===== src/rtl/frame_pkg.sv =====
package frame_pkg;
  localparam logic [31:0] CRC_POLY  = 32'hEDB88320;
  localparam logic [31:0] CRC_INIT  = 32'hFFFFFFFF;
  localparam int          CRC_BYTES = 4;
  localparam logic [1:0]  VER_CRC   = 2'd3;

  typedef enum logic [2:0] {
    ST_IDLE,
    ST_HDR,
    ST_PAY,
    ST_TRL,
    ST_DROP
  } fr_state_e;
endpackage


===== src/rtl/crc32_byte_step.sv =====
module crc32_byte_step
  import frame_pkg::*;
(
  input  logic [31:0] crc_in,
  input  logic [7:0]  data_in,
  output logic [31:0] crc_out
);
  logic [31:0] c;

  // one byte, bit by bit, least significant bit first
  always_comb begin
    c = crc_in ^ {24'h0, data_in};
    for (int b = 0; b < 8; b++) begin
      c = c[0] ? ((c >> 1) ^ CRC_POLY) : (c >> 1);
    end
    crc_out = c;
  end
endmodule


===== src/rtl/frame_tx.sv =====
module frame_tx
  import frame_pkg::*;
#(
  parameter int LEN_W = 32,
  parameter int MTU   = 1024
) (
  input  logic             clk,
  input  logic             rst_n,
  input  logic [1:0]       ver,
  input  logic             start,
  input  logic [LEN_W-1:0] len,
  input  logic             in_valid,
  output logic             in_ready,
  input  logic [7:0]       in_data,
  output logic             out_valid,
  input  logic             out_ready,
  output logic [7:0]       out_data,
  output logic             busy,
  output logic             len_err
);
  localparam int               HDR_BYTES = LEN_W / 8;
  localparam logic [LEN_W-1:0] HDR_LAST  = LEN_W'(HDR_BYTES - 1);
  localparam logic [LEN_W-1:0] TRL_LAST  = LEN_W'(CRC_BYTES - 1);
  localparam logic [LEN_W-1:0] MTU_L     = LEN_W'(MTU);

  fr_state_e        st;
  logic [LEN_W-1:0] len_q, hdr_sr, cnt;
  logic [31:0]      crc_q, crc_nx, trl_sr;
  logic             crc_en_q, err_q;

  crc32_byte_step u_crc (.crc_in(crc_q), .data_in(in_data), .crc_out(crc_nx));

  always_comb begin
    out_valid = 1'b0;
    out_data  = 8'h00;
    in_ready  = 1'b0;
    unique case (st)
      ST_HDR: begin
        out_valid = 1'b1;
        out_data  = hdr_sr[LEN_W-1 -: 8];
      end
      ST_PAY: begin
        out_valid = in_valid;
        out_data  = in_data;
        in_ready  = out_ready;
      end
      ST_TRL: begin
        out_valid = 1'b1;
        out_data  = trl_sr[7:0];
      end
      default: ;
    endcase
  end

  assign busy    = (st != ST_IDLE);
  assign len_err = err_q;

  always_ff @(posedge clk) begin
    if (!rst_n) begin
      st       <= ST_IDLE;
      len_q    <= '0;
      hdr_sr   <= '0;
      cnt      <= '0;
      crc_q    <= CRC_INIT;
      trl_sr   <= '0;
      crc_en_q <= 1'b0;
      err_q    <= 1'b0;
    end else begin
      err_q <= 1'b0;
      unique case (st)
        ST_IDLE: if (start) begin
          if (len > MTU_L) begin
            err_q <= 1'b1;
          end else begin
            st       <= ST_HDR;
            len_q    <= len;
            hdr_sr   <= len;
            cnt      <= '0;
            crc_q    <= CRC_INIT;
            crc_en_q <= (ver == VER_CRC);
          end
        end
        ST_HDR: if (out_ready) begin
          hdr_sr <= hdr_sr << 8;
          if (cnt == HDR_LAST) begin
            cnt <= '0;
            if (len_q != '0) begin
              st <= ST_PAY;
            end else if (crc_en_q) begin
              st     <= ST_TRL;
              trl_sr <= ~crc_q;
            end else begin
              st <= ST_IDLE;
            end
          end else begin
            cnt <= cnt + 1'b1;
          end
        end
        ST_PAY: if (in_valid && out_ready) begin
          crc_q <= crc_nx;
          if (cnt == len_q - 1'b1) begin
            cnt <= '0;
            if (crc_en_q) begin
              st     <= ST_TRL;
              trl_sr <= ~crc_nx;
            end else begin
              st <= ST_IDLE;
            end
          end else begin
            cnt <= cnt + 1'b1;
          end
        end
        ST_TRL: if (out_ready) begin
          trl_sr <= trl_sr >> 8;
          if (cnt == TRL_LAST) begin
            cnt <= '0;
            st  <= ST_IDLE;
          end else begin
            cnt <= cnt + 1'b1;
          end
        end
        default: st <= ST_IDLE;
      endcase
    end
  end
endmodule


===== src/rtl/frame_rx.sv =====
module frame_rx
  import frame_pkg::*;
#(
  parameter int LEN_W = 32,
  parameter int MTU   = 1024
) (
  input  logic       clk,
  input  logic       rst_n,
  input  logic [1:0] ver,
  input  logic       in_valid,
  output logic       in_ready,
  input  logic [7:0] in_data,
  output logic       pay_valid,
  input  logic       pay_ready,
  output logic [7:0] pay_data,
  output logic       done,
  output logic       crc_ok,
  output logic       len_err
);
  localparam int               HDR_BYTES = LEN_W / 8;
  localparam logic [LEN_W-1:0] HDR_LAST  = LEN_W'(HDR_BYTES - 1);
  localparam logic [LEN_W-1:0] TRL_LAST  = LEN_W'(CRC_BYTES - 1);
  localparam logic [LEN_W-1:0] MTU_L     = LEN_W'(MTU);
  localparam logic [LEN_W:0]   TRL_CNT   = (LEN_W+1)'(CRC_BYTES);
  localparam logic [LEN_W:0]   ONE_W     = (LEN_W+1)'(1);

  fr_state_e        st;
  logic [LEN_W-1:0] len_sr, len_nx, cnt;
  logic [LEN_W:0]   drop_left;
  logic [31:0]      crc_q, crc_nx, fin_sr;
  logic             crc_en_q, en_now, bad_q, bad_nx;
  logic             done_q, ok_q, lerr_q;

  crc32_byte_step u_crc (.crc_in(crc_q), .data_in(in_data), .crc_out(crc_nx));

  assign in_ready  = (st == ST_PAY) ? pay_ready : 1'b1;
  assign pay_valid = (st == ST_PAY) && in_valid;
  assign pay_data  = in_data;
  assign len_nx    = {len_sr[LEN_W-9:0], in_data};
  assign en_now    = (cnt == '0) ? (ver == VER_CRC) : crc_en_q;
  assign bad_nx    = bad_q | (in_data != fin_sr[7:0]);
  assign done      = done_q;
  assign crc_ok    = ok_q;
  assign len_err   = lerr_q;

  always_ff @(posedge clk) begin
    if (!rst_n) begin
      st        <= ST_HDR;
      len_sr    <= '0;
      cnt       <= '0;
      drop_left <= '0;
      crc_q     <= CRC_INIT;
      fin_sr    <= '0;
      crc_en_q  <= 1'b0;
      bad_q     <= 1'b0;
      done_q    <= 1'b0;
      ok_q      <= 1'b0;
      lerr_q    <= 1'b0;
    end else begin
      done_q <= 1'b0;
      lerr_q <= 1'b0;
      unique case (st)
        ST_HDR: if (in_valid) begin
          len_sr <= len_nx;
          if (cnt == '0) crc_en_q <= (ver == VER_CRC);
          if (cnt == HDR_LAST) begin
            cnt   <= '0;
            crc_q <= CRC_INIT;
            bad_q <= 1'b0;
            if (len_nx > MTU_L) begin
              lerr_q    <= 1'b1;
              st        <= ST_DROP;
              drop_left <= {1'b0, len_nx} + (en_now ? TRL_CNT : '0) - ONE_W;
            end else if (len_nx != '0) begin
              st <= ST_PAY;
            end else if (en_now) begin
              st     <= ST_TRL;
              fin_sr <= ~CRC_INIT;
            end else begin
              done_q <= 1'b1;
              ok_q   <= 1'b1;
            end
          end else begin
            cnt <= cnt + 1'b1;
          end
        end
        ST_PAY: if (in_valid && pay_ready) begin
          crc_q <= crc_nx;
          if (cnt == len_sr - 1'b1) begin
            cnt <= '0;
            if (crc_en_q) begin
              st     <= ST_TRL;
              fin_sr <= ~crc_nx;
            end else begin
              st     <= ST_HDR;
              done_q <= 1'b1;
              ok_q   <= 1'b1;
            end
          end else begin
            cnt <= cnt + 1'b1;
          end
        end
        ST_TRL: if (in_valid) begin
          fin_sr <= fin_sr >> 8;
          if (cnt == TRL_LAST) begin
            cnt    <= '0;
            st     <= ST_HDR;
            done_q <= 1'b1;
            ok_q   <= !bad_nx;
          end else begin
            bad_q <= bad_nx;
            cnt   <= cnt + 1'b1;
          end
        end
        ST_DROP: if (in_valid) begin
          if (drop_left == '0) st <= ST_HDR;
          else drop_left <= drop_left - ONE_W;
        end
        default: st <= ST_HDR;
      endcase
    end
  end
endmodule


===== src/rtl/pkt_frame_crc.sv =====
module pkt_frame_crc
  import frame_pkg::*;
#(
  parameter int LEN_W = 32,
  parameter int MTU   = 1024
) (
  input  logic             clk,
  input  logic             rst_n,
  input  logic [1:0]       ver,
  input  logic             tx_start,
  input  logic [LEN_W-1:0] tx_len,
  input  logic             tx_in_valid,
  output logic             tx_in_ready,
  input  logic [7:0]       tx_in_data,
  output logic             tx_out_valid,
  input  logic             tx_out_ready,
  output logic [7:0]       tx_out_data,
  output logic             tx_busy,
  output logic             tx_len_err,
  input  logic             rx_in_valid,
  output logic             rx_in_ready,
  input  logic [7:0]       rx_in_data,
  output logic             rx_pay_valid,
  input  logic             rx_pay_ready,
  output logic [7:0]       rx_pay_data,
  output logic             rx_done,
  output logic             rx_crc_ok,
  output logic             rx_len_err
);
  frame_tx #(.LEN_W(LEN_W), .MTU(MTU)) u_tx (
    .clk(clk), .rst_n(rst_n), .ver(ver),
    .start(tx_start), .len(tx_len),
    .in_valid(tx_in_valid), .in_ready(tx_in_ready), .in_data(tx_in_data),
    .out_valid(tx_out_valid), .out_ready(tx_out_ready), .out_data(tx_out_data),
    .busy(tx_busy), .len_err(tx_len_err)
  );

  frame_rx #(.LEN_W(LEN_W), .MTU(MTU)) u_rx (
    .clk(clk), .rst_n(rst_n), .ver(ver),
    .in_valid(rx_in_valid), .in_ready(rx_in_ready), .in_data(rx_in_data),
    .pay_valid(rx_pay_valid), .pay_ready(rx_pay_ready), .pay_data(rx_pay_data),
    .done(rx_done), .crc_ok(rx_crc_ok), .len_err(rx_len_err)
  );
endmodule


===== config.mk =====
export PLATFORM = sky130hd
export DESIGN_NAME = pkt_frame_crc
export DESIGN_NICKNAME = d
export VERILOG_FILES = /design/src/rtl/frame_pkg.sv /design/src/rtl/crc32_byte_step.sv /design/src/rtl/frame_tx.sv /design/src/rtl/frame_rx.sv /design/src/rtl/pkt_frame_crc.sv
export SDC_FILE = /design/constraint.sdc
export NUM_CORES = 1
export LEC_CHECK = 0
export BUFFER_PORTS_ARGS = -buffer_cell sky130_fd_sc_hd__clkbuf_2
export CAP_MARGIN = 20
export CORE_ASPECT_RATIO = 1.1
export CORE_MARGIN = 3
export CORE_UTILIZATION = 35
export DETAILED_ROUTE_END_ITERATION = 16
export SLEW_MARGIN = 20
export SYNTH_ARGS = -nofsm -noshare
export SYNTH_HDL_FRONTEND = slang
export SYNTH_SLANG_ARGS = --single-unit

===== constraint.sdc =====
create_clock -name clk -period 10 [get_ports clk]
set_input_delay 1 -clock clk [delete_from_list [all_inputs] [get_ports clk]]
set_output_delay 1 -clock clk [all_outputs]
set_load 0.05 [all_outputs]

==> run summary <==
The stage delay of the slowest cell on the critical path came out at 790 ps. Clock tree synthesis found a total of 333 sinks. Across the VDD grid, the largest voltage drop is 0.140 mV.

In this run the mean area of a mapped cell was 7.75 um^2. The tools report the met1 track utilization from global routing as 0.258. The count of port buffers added during placement works out to 81. The tools report the startpoint of the lowest-slack register-to-register path as u_rx.cnt[27]. In this run the number of H-tree levels came out at 2.

The number of buffer and inverter instances along the worst setup path works out to 1. In the final timing run, aggregate negative setup slack is 0 ps. The layout overhead on the synthesized area is 10.9%.

The post-layout utilization of the core is 0.395, and the warning count from the yosys run is 0. Most heavily used metal layer in global routing: met2. The maximum frequency from static timing analysis was 189 MHz; the top-area cell type share of the netlist area was 0.316. Once detail routing completed, the nets flagged for antenna violations numbered 0.

STA puts the critical path data required time at 10430 ps. The tools report the endpoint of the worst-slack reg-to-reg timing path as u_rx.drop_left[32]. The storage element area is 6670 um^2, and the total half-perimeter wirelength after legalization and detailed placement is 44100 um. The final layout contains 2819 nets. At the end of routability-driven placement, the weighted congestion stood at 0.875. The worst hold path passes through 2 cells. The tree is rooted in a sky130_fd_sc_hd__clkbuf_16. The count of endpoints failing hold in the final timing report came out at 0. The clock period could shrink to 5290 ps. The netlist area before placement is 21100 um^2. The combinational cell fraction of total power was 0.327; the final clock period utilization by the worst path was 0.529. The register-to-register setup slack is 4710 ps, and the remaining routing DRC violations is 0.

The cell with the biggest individual delay on the critical path is sky130_fd_sc_hd__a2111oi_0. The worst slew slack as a fraction of its limit is 0.289, and the height of the chip is 263 um. Count of flip-flops with a built-in enable after synthesis: 0. The run finished with clean final reports. Category of the most critical setup path: flop to flop. After clock tree synthesis, the clock-pin slew on the worst setup and hold paths is 60 ps. The logs give 0 for the reported max-cap violation count and 2718 for the number of cells produced by synthesis. The pin count of the biggest net entering global routing is 72. The number of setup buffers added after CTS is 0.

In this run the static leakage power is 9.32 nW. In this run the worst path has a maximum fanout of 5. 82 I/O pins were placed.

The initial DRC count was 1517. The routed layout has 19600 vias. Counting every net in the synthesized netlist gives 2846.

Buffers inserted during clock tree synthesis total 41. The latest clock arrival within the worst-skew pair came out at 590 ps. The layout has 6066 filler cells. The power dissipated by switching net loads was 1.55 mW. The tools report the number of endpoints failing setup at the final stage as 0. Hold timing on the final database bottoms out at a slack of 426 ps. The net switching fraction of the power came out at 0.353.

The placeable core region came out at 59100 um^2. The path with the worst hold slack has its endpoint at u_tx.hdr_sr[9]. The hold path startpoint is u_tx.hdr_sr[1].

Share of async-settable or async-resettable flops after synthesis: 0. After detailed placement, the total cell area comes to 22000 um^2. In the synthesized netlist, the cells that appear most often are 370 x sky130_fd_sc_hd__nand2_1, 333 x sky130_fd_sc_hd__dfxtp_1, 225 x sky130_fd_sc_hd__nor2_1.

The worst reg-to-reg path cell count came out at 17. The post-synthesis register bit count was 333. Setup repair after global routing left no endpoint under its margin. The run gives 4680 ps as the post-placement setup slack.

Counting distinct cell types in the post-synthesis netlist gives 83. The number of antenna violations at the first check in global routing is 0, and the relative contribution of sequential cells to total power is 0.322. The ratio of cells with drive above 1 in the final layout was 0.0864.

In the final routed layout, each cell accounts on average for 18.1 um. The fraction of the yosys area taken by sequential cells was 0.316. The area of the die came out at 63200 um^2. Broken down by cell family, the worst path's largest delay share belongs to compound AO/OA/AOI/OAI gates. Worst hold-check path type: flop to flop.

sky130_fd_sc_hd__dfxtp_1 takes more of the synthesized area than any other cell. TritonCTS built the clock tree. The overflow left after global routing came out at 0. STA classifies the critical path endpoint as a flop. The tools report the met2 global-route usage as 0.331. Summing all non-filler instances in the final layout gives an area of 23400 um^2.

Dividing total power by cell area gives a power density of 188 nW/um^2. Ranked by total cell area, the synthesized netlist is headed by sky130_fd_sc_hd__dfxtp_1 32%, sky130_fd_sc_hd__xnor2_1 7.5%, sky130_fd_sc_hd__nand2_1 6.6%. The global-route total usage across every layer was 0.195. The critical path goes through nor4_1 -> nand4_1 -> nor2_1 -> nand2_1 -> mux2i_1 -> ha_1 -> inv_1 -> ha_1 -> a211oi_1 -> o311a_1 -> a2111oi_0 -> o21ai_0 -> a21oi_1 -> a211oi_1 -> o41a_1 -> o311ai_0 -> o211ai_1. The tools report the startpoint type of the worst setup path as a flop. The logs give 4710 ps for the worst setup slack after layout and 0 for the number of buffers inserted by hold repair at cts. The total iterations of the first detailed-routing run was 5. The global routing usage on met3 was 0.0285; the total length of routed wires was 63100 um.

The tools report the global-route wire length before repair as 102000 um. The most frequent cell after synthesis was sky130_fd_sc_hd__nand2_1. The internal portion of the total power is 2.84 mW. In the final layout, the multi-input gates occupy 13400 um^2. The initialized floorplan defines 93 standard-cell rows. The logs give 0 for the number of slew-limit violations in the final report and 0.351 for the clock group share of total power.

At the pin with the least slew margin, the transition time is 1060 ps. From left edge to right edge, the die measures 240 um. For the via count of the first global-routing pass, the log shows 18800. The repair_antennas step left the layout with diodes totalling 0. The effective utilization at floorplan was 0.357.

The final clock skew came out at 58.2 ps. Using the TritonRoute via totals, the vias-per-cell ratio works out to 5.63. The run gives 0 as the post-CTS resize count. STA puts the critical path data arrival time at 5720 ps. Main flop type after synthesis: sky130_fd_sc_hd__dfxtp_1. The longest clock path from root to sink contains 3 buffers.
==> per-layer routing <==
| layer | vias to the layer above | share of wire | routed length, um |
|---|---|---|---|
| li1 | 9528 | - | - |
| met1 | 9422 | 0.45 | 28200 |
| met2 | 560 | 0.48 | 30200 |
| met3 | 91 | 0.053 | 3370 |
| met4 | 0 | 0.022 | 1390 |
| met5 | - | 0 | 0 |
==> stage by stage <==
stage	power (mW)	instances
floorplan	2.50	2718
global route	4.63	3481
global placement	2.84	3408
detailed placement	2.85	3408
finish	4.39	3481
CTS	4.42	3481
==> kinds of logic (layout without fill, tap and decap cells) <==
logic type / after synthesis / in the layout / synth area share
simple gates: 1074 / 1074 / 0.246
compound gates: 608 / 608 / 0.189
flops: 333 / 333 / 0.316
xor+xnor: 302 / 302 / 0.125
buf+inv: 269 / 272 / 0.0510
fa+ha+maj: 71 / 71 / 0.0425
mux: 61 / 61 / 0.0297
==> cell usage in the layout, fill, tap and decap left out, types with 13 or more instances in the layout <==
master                      count
sky130_fd_sc_hd__a21oi_1      184
sky130_fd_sc_hd__and3_1        73
sky130_fd_sc_hd__o211ai_1      43
sky130_fd_sc_hd__clkbuf_16     41
sky130_fd_sc_hd__xnor2_1      180
sky130_fd_sc_hd__nand2_1      369
sky130_fd_sc_hd__nor2_1       222
sky130_fd_sc_hd__a31oi_1       19
sky130_fd_sc_hd__buf_4         32
sky130_fd_sc_hd__nand4_1       31
sky130_fd_sc_hd__or2_2         19
sky130_fd_sc_hd__o21ai_0       98
sky130_fd_sc_hd__nand3_1       88
sky130_fd_sc_hd__nor4_1        45
sky130_fd_sc_hd__a311oi_1      46
sky130_fd_sc_hd__nor2b_1       26
sky130_fd_sc_hd__nor3b_1       14
sky130_fd_sc_hd__dfxtp_1      332
sky130_fd_sc_hd__nand2b_1      47
sky130_fd_sc_hd__xor2_1       122
sky130_fd_sc_hd__o22ai_1       26
sky130_fd_sc_hd__o22a_1        13
sky130_fd_sc_hd__nor3_1        60
sky130_fd_sc_hd__inv_1         86
sky130_fd_sc_hd__a21o_1        13
sky130_fd_sc_hd__clkbuf_2      80
sky130_fd_sc_hd__a211oi_1      52
sky130_fd_sc_hd__mux2i_1       49
sky130_fd_sc_hd__ha_1          70
==> worst min-delay path, delay by kind of cell, from the launching register on <==
family	cells	cell delay, ps
compound gates	1	70
simple gates	1	50
flops	1	310
==> power groups by stage <==
stage | Clock, mW | Sequential, mW | Combinational [mW]
finish | 1.54 | 1.41 | 1.43
global route | 1.63 | 1.42 | 1.58
CTS | 1.59 | 1.41 | 1.42
detailed placement | 0 | 1.44 | 1.41
global placement | 0 | 1.44 | 1.40
floorplan | 0 | 1.42 | 1.08
==> sequential cells by signal, indices dropped and copies added, names as in the netlist, 2 cells and up <==
| signal | cells |
|---|---|
| u_rx.fin_sr | 32 |
| u_tx.st | 2 |
| u_tx.crc_q | 32 |
| u_rx.len_sr | 32 |
| u_rx.drop_left | 33 |
| u_tx.cnt | 32 |
| u_tx.len_q | 32 |
| u_rx.st | 3 |
| u_rx.crc_q | 32 |
| u_rx.cnt | 32 |
| u_tx.hdr_sr | 32 |
| u_tx.trl_sr | 32 |
==> layout make-up <==
class                      instances  area share
clock buffer                      58      0.0513
clock inverter                    15     0.00857
inverter                          87      0.0141
multi-input combinational       2116       0.573
sequential                       333       0.285
tap                              760      0.0407
timing repair buffer             112      0.0274
==> how the worst max path moves through the flow <==
| stage | start | endpoint | cells past startpoint |
|---|---|---|---|
| 5_1_grt | u_rx.cnt[26] | u_rx.drop_left[32] | 17 |
| 4_1_cts | u_rx.cnt[27] | u_rx.drop_left[32] | 17 |
| 3_3_place_gp | u_rx.cnt[26] | u_rx.drop_left[32] | 17 |
| 2_1_floorplan | ver[0] | u_rx.drop_left[32] | 15 |
| 6_report | u_rx.cnt[27] | u_rx.drop_left[32] | 17 |
| 3_5_place_dp | u_rx.cnt[27] | u_rx.drop_left[32] | 17 |
Power figures use the tool's default switching activity.
